**src/rtl/dpc_pkg.sv**
```systemverilog
package dpc_pkg;
    localparam int REG_W  = 8;
    localparam int DOM_N  = 3;
    localparam logic SEL_CTRL = 1'b0;
    localparam logic SEL_STAT = 1'b1;
    localparam int STAT_CORE_WAS = 4;
    localparam int STAT_DBG_WAS  = 6;

    typedef struct packed {
        logic jtag_use;
        logic dbg_rst;
        logic rsv5;
        logic core_rst;
        logic rsv3;
        logic dbg_wake;
        logic mem_wake;
        logic core_wake;
    } ctrl_t;

    typedef struct packed {
        logic             rsv7;
        logic             dbg_was;
        logic             rsv5;
        logic             core_was;
        logic             needed;
        logic [DOM_N-1:0] dom_on;
    } stat_t;

    function automatic ctrl_t ctrl_clean(input ctrl_t c);
        ctrl_t r;
        r      = c;
        r.rsv5 = 1'b0;
        r.rsv3 = 1'b0;
        return r;
    endfunction
endpackage

```
**src/rtl/dpc_ctrl_reg.sv**
```systemverilog
module dpc_ctrl_reg
    import dpc_pkg::*;
(
    input  logic  clk,
    input  logic  rst,
    input  logic  wr_ctrl,
    input  ctrl_t wdata,
    output ctrl_t ctrl_q,
    output logic  access_ok
);
    ctrl_t nxt;
    logic  armed_q;

    always_comb begin
        nxt = ctrl_clean(wdata);
        if (ctrl_q.jtag_use) nxt.jtag_use = 1'b0;
        if (nxt.dbg_rst)     nxt.jtag_use = 1'b0;
    end

    always_ff @(posedge clk) begin
        if (rst) begin
            ctrl_q  <= '0;
            armed_q <= 1'b0;
        end else if (wr_ctrl) begin
            ctrl_q  <= nxt;
            armed_q <= nxt.jtag_use;
        end
    end

    assign access_ok = armed_q & ctrl_q.jtag_use;


    arm_only_on_rise_chk: assert property (@(posedge clk) disable iff (rst)
        $rose(access_ok) |-> $past(wr_ctrl && wdata.jtag_use && !wdata.dbg_rst && !ctrl_q.jtag_use));

    clear_on_write_chk: assert property (@(posedge clk) disable iff (rst)
        (wr_ctrl && access_ok) |=> !access_ok);

    rst_blocks_access_chk: assert property (@(posedge clk) disable iff (rst)
        ctrl_q.dbg_rst |-> !access_ok);
endmodule

```
**src/rtl/dpc_status.sv**
```systemverilog
module dpc_status
    import dpc_pkg::*;
(
    input  logic             clk,
    input  logic             rst,
    input  logic             clr_core,
    input  logic             clr_dbg,
    input  logic [DOM_N-1:0] pgood,
    input  logic             needed_in,
    input  logic             core_rst_act,
    input  logic             dbg_rst_act,
    output stat_t            stat_q
);
    always_ff @(posedge clk) begin
        if (rst) begin
            stat_q          <= '0;
            stat_q.core_was <= 1'b1;
            stat_q.dbg_was  <= 1'b1;
        end else begin
            stat_q.dom_on   <= pgood;
            stat_q.needed   <= needed_in;
            stat_q.core_was <= core_rst_act | (stat_q.core_was & ~clr_core);
            stat_q.dbg_was  <= dbg_rst_act  | (stat_q.dbg_was  & ~clr_dbg);
        end
    end


    dom_on_follow_chk: assert property (@(posedge clk) disable iff (rst)
        1'b1 |=> (stat_q.dom_on == $past(pgood)));

    sticky_set_chk: assert property (@(posedge clk) disable iff (rst)
        (core_rst_act || dbg_rst_act) |=> ((stat_q.core_was || !$past(core_rst_act)) && (stat_q.dbg_was || !$past(dbg_rst_act))));

    w1c_zero_keep_chk: assert property (@(posedge clk) disable iff (rst)
        (stat_q.core_was && !clr_core) |=> stat_q.core_was);
endmodule

```
**src/rtl/dbg_pwr_ctl.sv**
```systemverilog
module dbg_pwr_ctl
    import dpc_pkg::*;
(
    input  logic             clk,
    input  logic             rst,
    input  logic             reg_sel,
    input  logic             reg_wr,
    input  logic [REG_W-1:0] reg_wdata,
    output logic [REG_W-1:0] reg_rdata,
    input  logic             core_pgood,
    input  logic             mem_pgood,
    input  logic             dbg_pgood,
    input  logic             core_needed,
    output logic             core_pwr_req,
    output logic             mem_pwr_req,
    output logic             dbg_pwr_req,
    output logic             core_rst_o,
    output logic             dbg_rst_o,
    output logic             jtag_access_ok
);
    ctrl_t ctrl_q;
    stat_t stat_q;
    logic  wr_ctrl, wr_stat;

    assign wr_ctrl = reg_wr && (reg_sel == SEL_CTRL);
    assign wr_stat = reg_wr && (reg_sel == SEL_STAT);

    dpc_ctrl_reg u_ctrl (
        .clk       (clk),
        .rst       (rst),
        .wr_ctrl   (wr_ctrl),
        .wdata     (ctrl_t'(reg_wdata)),
        .ctrl_q    (ctrl_q),
        .access_ok (jtag_access_ok)
    );

    dpc_status u_stat (
        .clk          (clk),
        .rst          (rst),
        .clr_core     (wr_stat && reg_wdata[STAT_CORE_WAS]),
        .clr_dbg      (wr_stat && reg_wdata[STAT_DBG_WAS]),
        .pgood        ({dbg_pgood, mem_pgood, core_pgood}),
        .needed_in    (core_needed),
        .core_rst_act (ctrl_q.core_rst),
        .dbg_rst_act  (ctrl_q.dbg_rst),
        .stat_q       (stat_q)
    );

    assign core_pwr_req = ctrl_q.core_wake;
    assign mem_pwr_req  = ctrl_q.mem_wake;
    assign dbg_pwr_req  = ctrl_q.dbg_wake;
    assign core_rst_o   = ctrl_q.core_rst;
    assign dbg_rst_o    = ctrl_q.dbg_rst;
    assign reg_rdata    = (reg_sel == SEL_STAT) ? REG_W'(stat_q) : REG_W'(ctrl_q);
endmodule

```
**config.mk**
```make
export PLATFORM = sky130hd
export DESIGN_NAME = dbg_pwr_ctl
export DESIGN_NICKNAME = d
export VERILOG_FILES = /design/src/rtl/dpc_pkg.sv /design/src/rtl/dpc_ctrl_reg.sv /design/src/rtl/dpc_status.sv /design/src/rtl/dbg_pwr_ctl.sv
export SDC_FILE = /design/constraint.sdc
export NUM_CORES = 1
export LEC_CHECK = 0
export BUFFER_PORTS_ARGS = -buffer_cell sky130_fd_sc_hd__buf_2
export CAP_MARGIN = 40
export CORE_MARGIN = 2
export CORE_UTILIZATION = 35
export DETAILED_ROUTE_END_ITERATION = 7
export PLACE_DENSITY_LB_ADDON = 0.1
export SKIP_LAST_GASP = 1
export SYNTH_ARGS = -nofsm -noshare
export SYNTH_HDL_FRONTEND = slang
export SYNTH_HIERARCHICAL = 1
export SYNTH_SLANG_ARGS = --single-unit
export TNS_END_PERCENT = 20
```
**constraint.sdc**
```tcl
create_clock -name clk -period 2 [get_ports clk]
set_input_delay 0.1 -clock clk [delete_from_list [all_inputs] [get_ports clk]]
set_output_delay 0.1 -clock clk [all_outputs]
set_load 0.005 [all_outputs]
```
# After elaboration in Yosys (flattened, before gate mapping)

Index checks and enable logic that the tools add are counted.

Flip-flop bits (word level): 12
Input port bits: 16
Word-level logic and storage cells: 24

Muxes and demuxes: 3
Bitwise operators: 7
Reductions and logical operators: 4

Operators with widths:

| kind              | count |
|---|---|
| 2-to-1 mux 8 bit  | 1 |
| logical AND 1 bit | 4 |
| inverter 1 bit    | 3 |
| bitwise AND 1 bit | 2 |
| 2-to-1 mux 1 bit  | 2 |
| bitwise OR 1 bit  | 2 |

# Depth between registers and ports, before layout

Depth in word-level cells: 5
Depth in mapped cells: 5
Mapped depth without buffers: 3

# Modules after synthesis

The synthesis kept the hierarchy.

By module, submodules not included:

| module       | times used | cells an instance | area each (µm²) | seq. area each (µm²) |
|---|---|---|---|---|
| dpc_ctrl_reg | 1          | 24                | 252.7           | 120.1 |
| dpc_status   | 1          | 19                | 188.9           | 120.1 |
| dbg_pwr_ctl  | 1          | 12                | 151.4           | 0.0 |

# Least setup slack after synthesis

Ideal clock, no wire load.

Path kind: input-to-reg
Start point: in reg_sel
End point: reg u_ctrl.armed_q
Library setup time: 0.066 ns
Data arrival time: 0.833 ns
Data required time: 1.934 ns
Path slack: 1.101 ns
Stages: 5
Cell sequence: buf_6 -> and2b_2 -> buf_6 -> nand2b_1 -> a21oi_2

Cells in the longest elaborated chain, start to end: 2

RTL lines:

| what                   | RTL line           | source |
|---|---|---|
| start: declaration     | dbg_pwr_ctl.sv:6   | `input logic reg_sel,` |
| inverter 1 bit         | dbg_pwr_ctl.sv:25  | `assign wr_ctrl = reg_wr && (reg_sel == SEL_CTRL);` |
| logical AND 1 bit      | dbg_pwr_ctl.sv:25  |  |
| named net wr_ctrl      | dbg_pwr_ctl.sv:23  | `logic wr_ctrl, wr_stat;` |
| end signal: assignment | dpc_ctrl_reg.sv:26 | `armed_q <= nxt.jtag_use;` |
| end: declaration       | dpc_ctrl_reg.sv:12 | `logic armed_q;` |

The timed path passes the listed nets, and every way through them passes these cells.
A chain may end at the register's enable or synchronous reset.

# Worst setup path after layout

Start point: reg u_ctrl/ctrl_q[6] (netlist name)
End point: out reg_rdata[6]

Cells in the longest elaborated chain, start to end: 1

RTL lines:

| what             | RTL line          | source |
|---|---|---|
| 2-to-1 mux 8 bit | dbg_pwr_ctl.sv:54 | `assign reg_rdata = (reg_sel == SEL_STAT) ? REG_W'(stat_q) : REG_W'(ctrl_q);` |
| end: declaration | dbg_pwr_ctl.sv:9  | `output logic [REG_W-1:0] reg_rdata,` |

Every way passes these cells.

==> flow_summary.rst <==
.. list-table::
   :header-rows: 1

   * - Metric
     - Value
   * - Count of pins on the block boundary
     - 30
   * - Cell count after synthesis
     - 55
   * - Max rail drop VDD
     - around 0.36 mV
   * - Post-CTS Setup Bufs
     - 0
   * - Most instantiated cells after synthesis
     - dfxtp_1, mux2_4, nor2_1
   * - Most area-consuming cells after synthesis
     - dfxtp_1, mux2_4, mux2i_1, buf_4, nor2_1
   * - Routed via count
     - 448
   * - CTS Hold Buffers Added
     - 0
   * - CTS Buffer Depth
     - 2
   * - FP Rows
     - 14
   * - Wire per inst
     - 10.8 µm
   * - Most numerous cell in the Yosys netlist
     - dfxtp_1
   * - Type of the tightest min-delay check
     - in -> reg
   * - Number of enable flip-flop cells after synthesis
     - 0
   * - Number of global-route vias before repair
     - 421
   * - Pin count of the biggest net entering global routing
     - 13
   * - First-pass GRT wire length
     - ~1.8 mm
   * - Total Wirelength
     - 1.04 mm
   * - Simple-gate share of the synthesized area
     - 15.6%
   * - H-tree depth reported by CTS
     - 1
   * - Share of the cycle needed by the critical path after routing
     - between 50% and 60%
   * - Clock transition at path regs
     - 0.08 ns
   * - Yosys top cell by area
     - dfxtp_1
   * - WP data required
     - 1.90 ns
   * - Fraction of final layout cells sized beyond drive strength 1
     - 52.5%
   * - Combined buffer and inverter count along the critical path
     - 1
   * - Combinational family with the most area after synthesis
     - multiplexers
   * - Final HPWL from detailed placement
     - 728 µm
   * - Worst-case setup slack after placement
     - 0.916 ns
   * - Die footprint
     - 2040 µm²
   * - Via count normalized by instance count
     - 4.67
   * - Post-Syn Area per Cell
     - 10.8 µm²
   * - First element of the critical path
     - u_ctrl/ctrl_q[6]
   * - Core area
     - ~1500 µm²
   * - Initial antenna violation count
     - 0
   * - Crit-path max FO
     - 4
   * - Number of diodes added for antenna fixing
     - 0
   * - Post-layout worst setup margin
     - ~0.91 ns
   * - Met1 usage in global routing
     - 13.0%
   * - Remaining design rule violation count
     - 0
   * - P&R area growth vs syn
     - 22.6%
   * - Total clock sinks
     - 12
   * - Count of state elements after synthesis
     - 12
   * - Routed Antenna Nets
     - 0
   * - Post-layout minimum cycle time
     - 1.09 ns
   * - Starting density of the core
     - 38.5%
   * - Hold Startpoint
     - mem_pgood
   * - Total placed instance area
     - 691 µm²
   * - Start of the worst register-to-register path
     - u_ctrl/armed_q
   * - Quantity of gates resized following cts
     - 0
   * - Die width
     - between 40 and 50 µm
   * - Critical path type
     - reg -> out
   * - Final sum of negative setup slack
     - 0 ns
   * - Die extent in y
     - 45.2 µm
   * - Synthesized area
     - 593 µm²
   * - Clock tree skew after final layout
     - around 0.000025 ns
   * - Post-route cell area
     - 727 µm²
   * - Type of element launching the critical path
     - register
   * - GP Congestion
     - 0.624
   * - Max-slew violations
     - 0
   * - Critical Path Slowest Stage Cell
     - dfxtp_1
   * - Synth cell types
     - 16
   * - Final #Nets
     - 97
   * - Unrepaired setup endpoints after global routing
     - no
   * - Adder and majority gate portion of the synthesized area
     - 0%
   * - Leak
     - approximately 0.00039 µW
   * - Compound-gate portion of the synthesized area
     - approximately 3.2%
   * - Count of final hold-check violations
     - 0
   * - Most Used Layer, Global Route
     - met2
   * - CP Data Arrival Time
     - 0.99 ns
   * - Global route total overflow
     - 0
   * - Combined global-route utilization of all metal layers
     - 12.4%
   * - Clock tree from TritonCTS
     - done
   * - DRC violation total after the first TritonRoute iteration
     - 0
   * - Max incr delay on CP
     - 0.34 ns
   * - Crit. End Element
     - output port
   * - Clock Latency Late Sink
     - 0.27 ns
   * - CTS Buf Count
     - 3
   * - Mux cell area share after synthesis
     - between 20% and 30%
   * - Max_cap viols
     - 0
   * - Async SR Flop Fraction
     - 0%
   * - Area share of the largest cell type after synthesis
     - about 41%
   * - Yosys Warn Count
     - 6
   * - GR Util met3
     - 5.20%
   * - Setup violation total in the final timing report
     - 0
   * - Cell area power density
     - 729 nW/µm²
   * - Count of port buffers added during placement
     - 26
   * - GR Util met2
     - 21.4%
   * - Synth Flop Type
     - dfxtp_1
   * - Sequential area share after synthesis
     - approximately two fifths
   * - Outcome
     - complete, no violations
   * - CP top delay family
     - flip-flops
   * - Post-Synth XOR/XNOR Area
     - 0%
   * - Cells along the critical path
     - mux2_4, buf_2
   * - Number of iterations in the first detailed-routing pass
     - 1
   * - Clock Tree Root
     - clkbuf_4
   * - Highest clock rate
     - 0.914 GHz
## layer usage
| layer | wire, µm | part of all wire (%) |
|---|---|---|
| met5 | 0 | 0 |
| met4 | 0 | 0 |
| met3 | 77 | 7.4 |
| met1 | 430 | 41 |
| met2 | 532 | 51 |
## report_power, final
group,internal [µW],switching [µW]
registers,251,6.44
clock network,110,82.9
logic,48.3,31.1
total,409,120
## cell usage in the layout (no fill, tap or decap)
cell type,synthesis,final
clkbuf_4,0,3
mux2_2,1,1
and3_2,2,2
clkbuf_8,0,1
mux2_4,7,7
inv_1,2,2
nand4bb_1,1,1
dfxtp_1,12,12
nor2b_1,4,4
a21oi_2,1,1
mux2i_1,5,5
o21ai_0,2,2
buf_2,0,26
nand2b_1,1,1
conb_1,2,4
nor2_1,7,7
and2b_2,1,1
## layout make-up
class / count / area [µm²]
Timing Repair Buffer: 26 / 130
Inverter: 2 / 7.51
Multi-Input combinational cell: 36 / 293
Fill cell: 171 / 815
Sequential cell: 12 / 240
Tap cell: 16 / 20.0
Clock buffer: 4 / 36.3
## logic make-up (layout without fill, tap and decap cells)
kind of cell / count (synthesis) / count (layout)
AO/OA/AOI/OAI: 3 / 3
buffers and inverters: 9 / 32
flip-flops: 12 / 12
multiplexers: 13 / 13
other: 2 / 4
AND/OR/NAND/NOR: 16 / 16
## metrics by stage
stage,power [µW],hold WS (ns),util [%],instances
4_1_cts,542,0.0316,47.2,96
3_3_place_gp,342,0.310,44.8,92
5_1_grt,566,0.0319,47.2,96
2_1_floorplan,318,0.162,-,57
6_report,530,0.0394,47.2,96
3_5_place_dp,343,0.318,44.8,92
## final timing paths
check                     end  slack [ns]  cells after the start
max              reg_rdata[6]        0.91                      2
max reg2reg    u_ctrl/armed_q        1.28                      2
min reg2reg  u_stat/stat_q[6]        0.47                      2
min          u_stat/stat_q[1]        0.04                      2
## registers in the layout, summed over array words and instances, names as in the netlist
register	flops
u_ctrl/ctrl_q	5
u_stat/stat_q	6
u_ctrl/armed_q	1
Power figures use the tool's default switching activity.
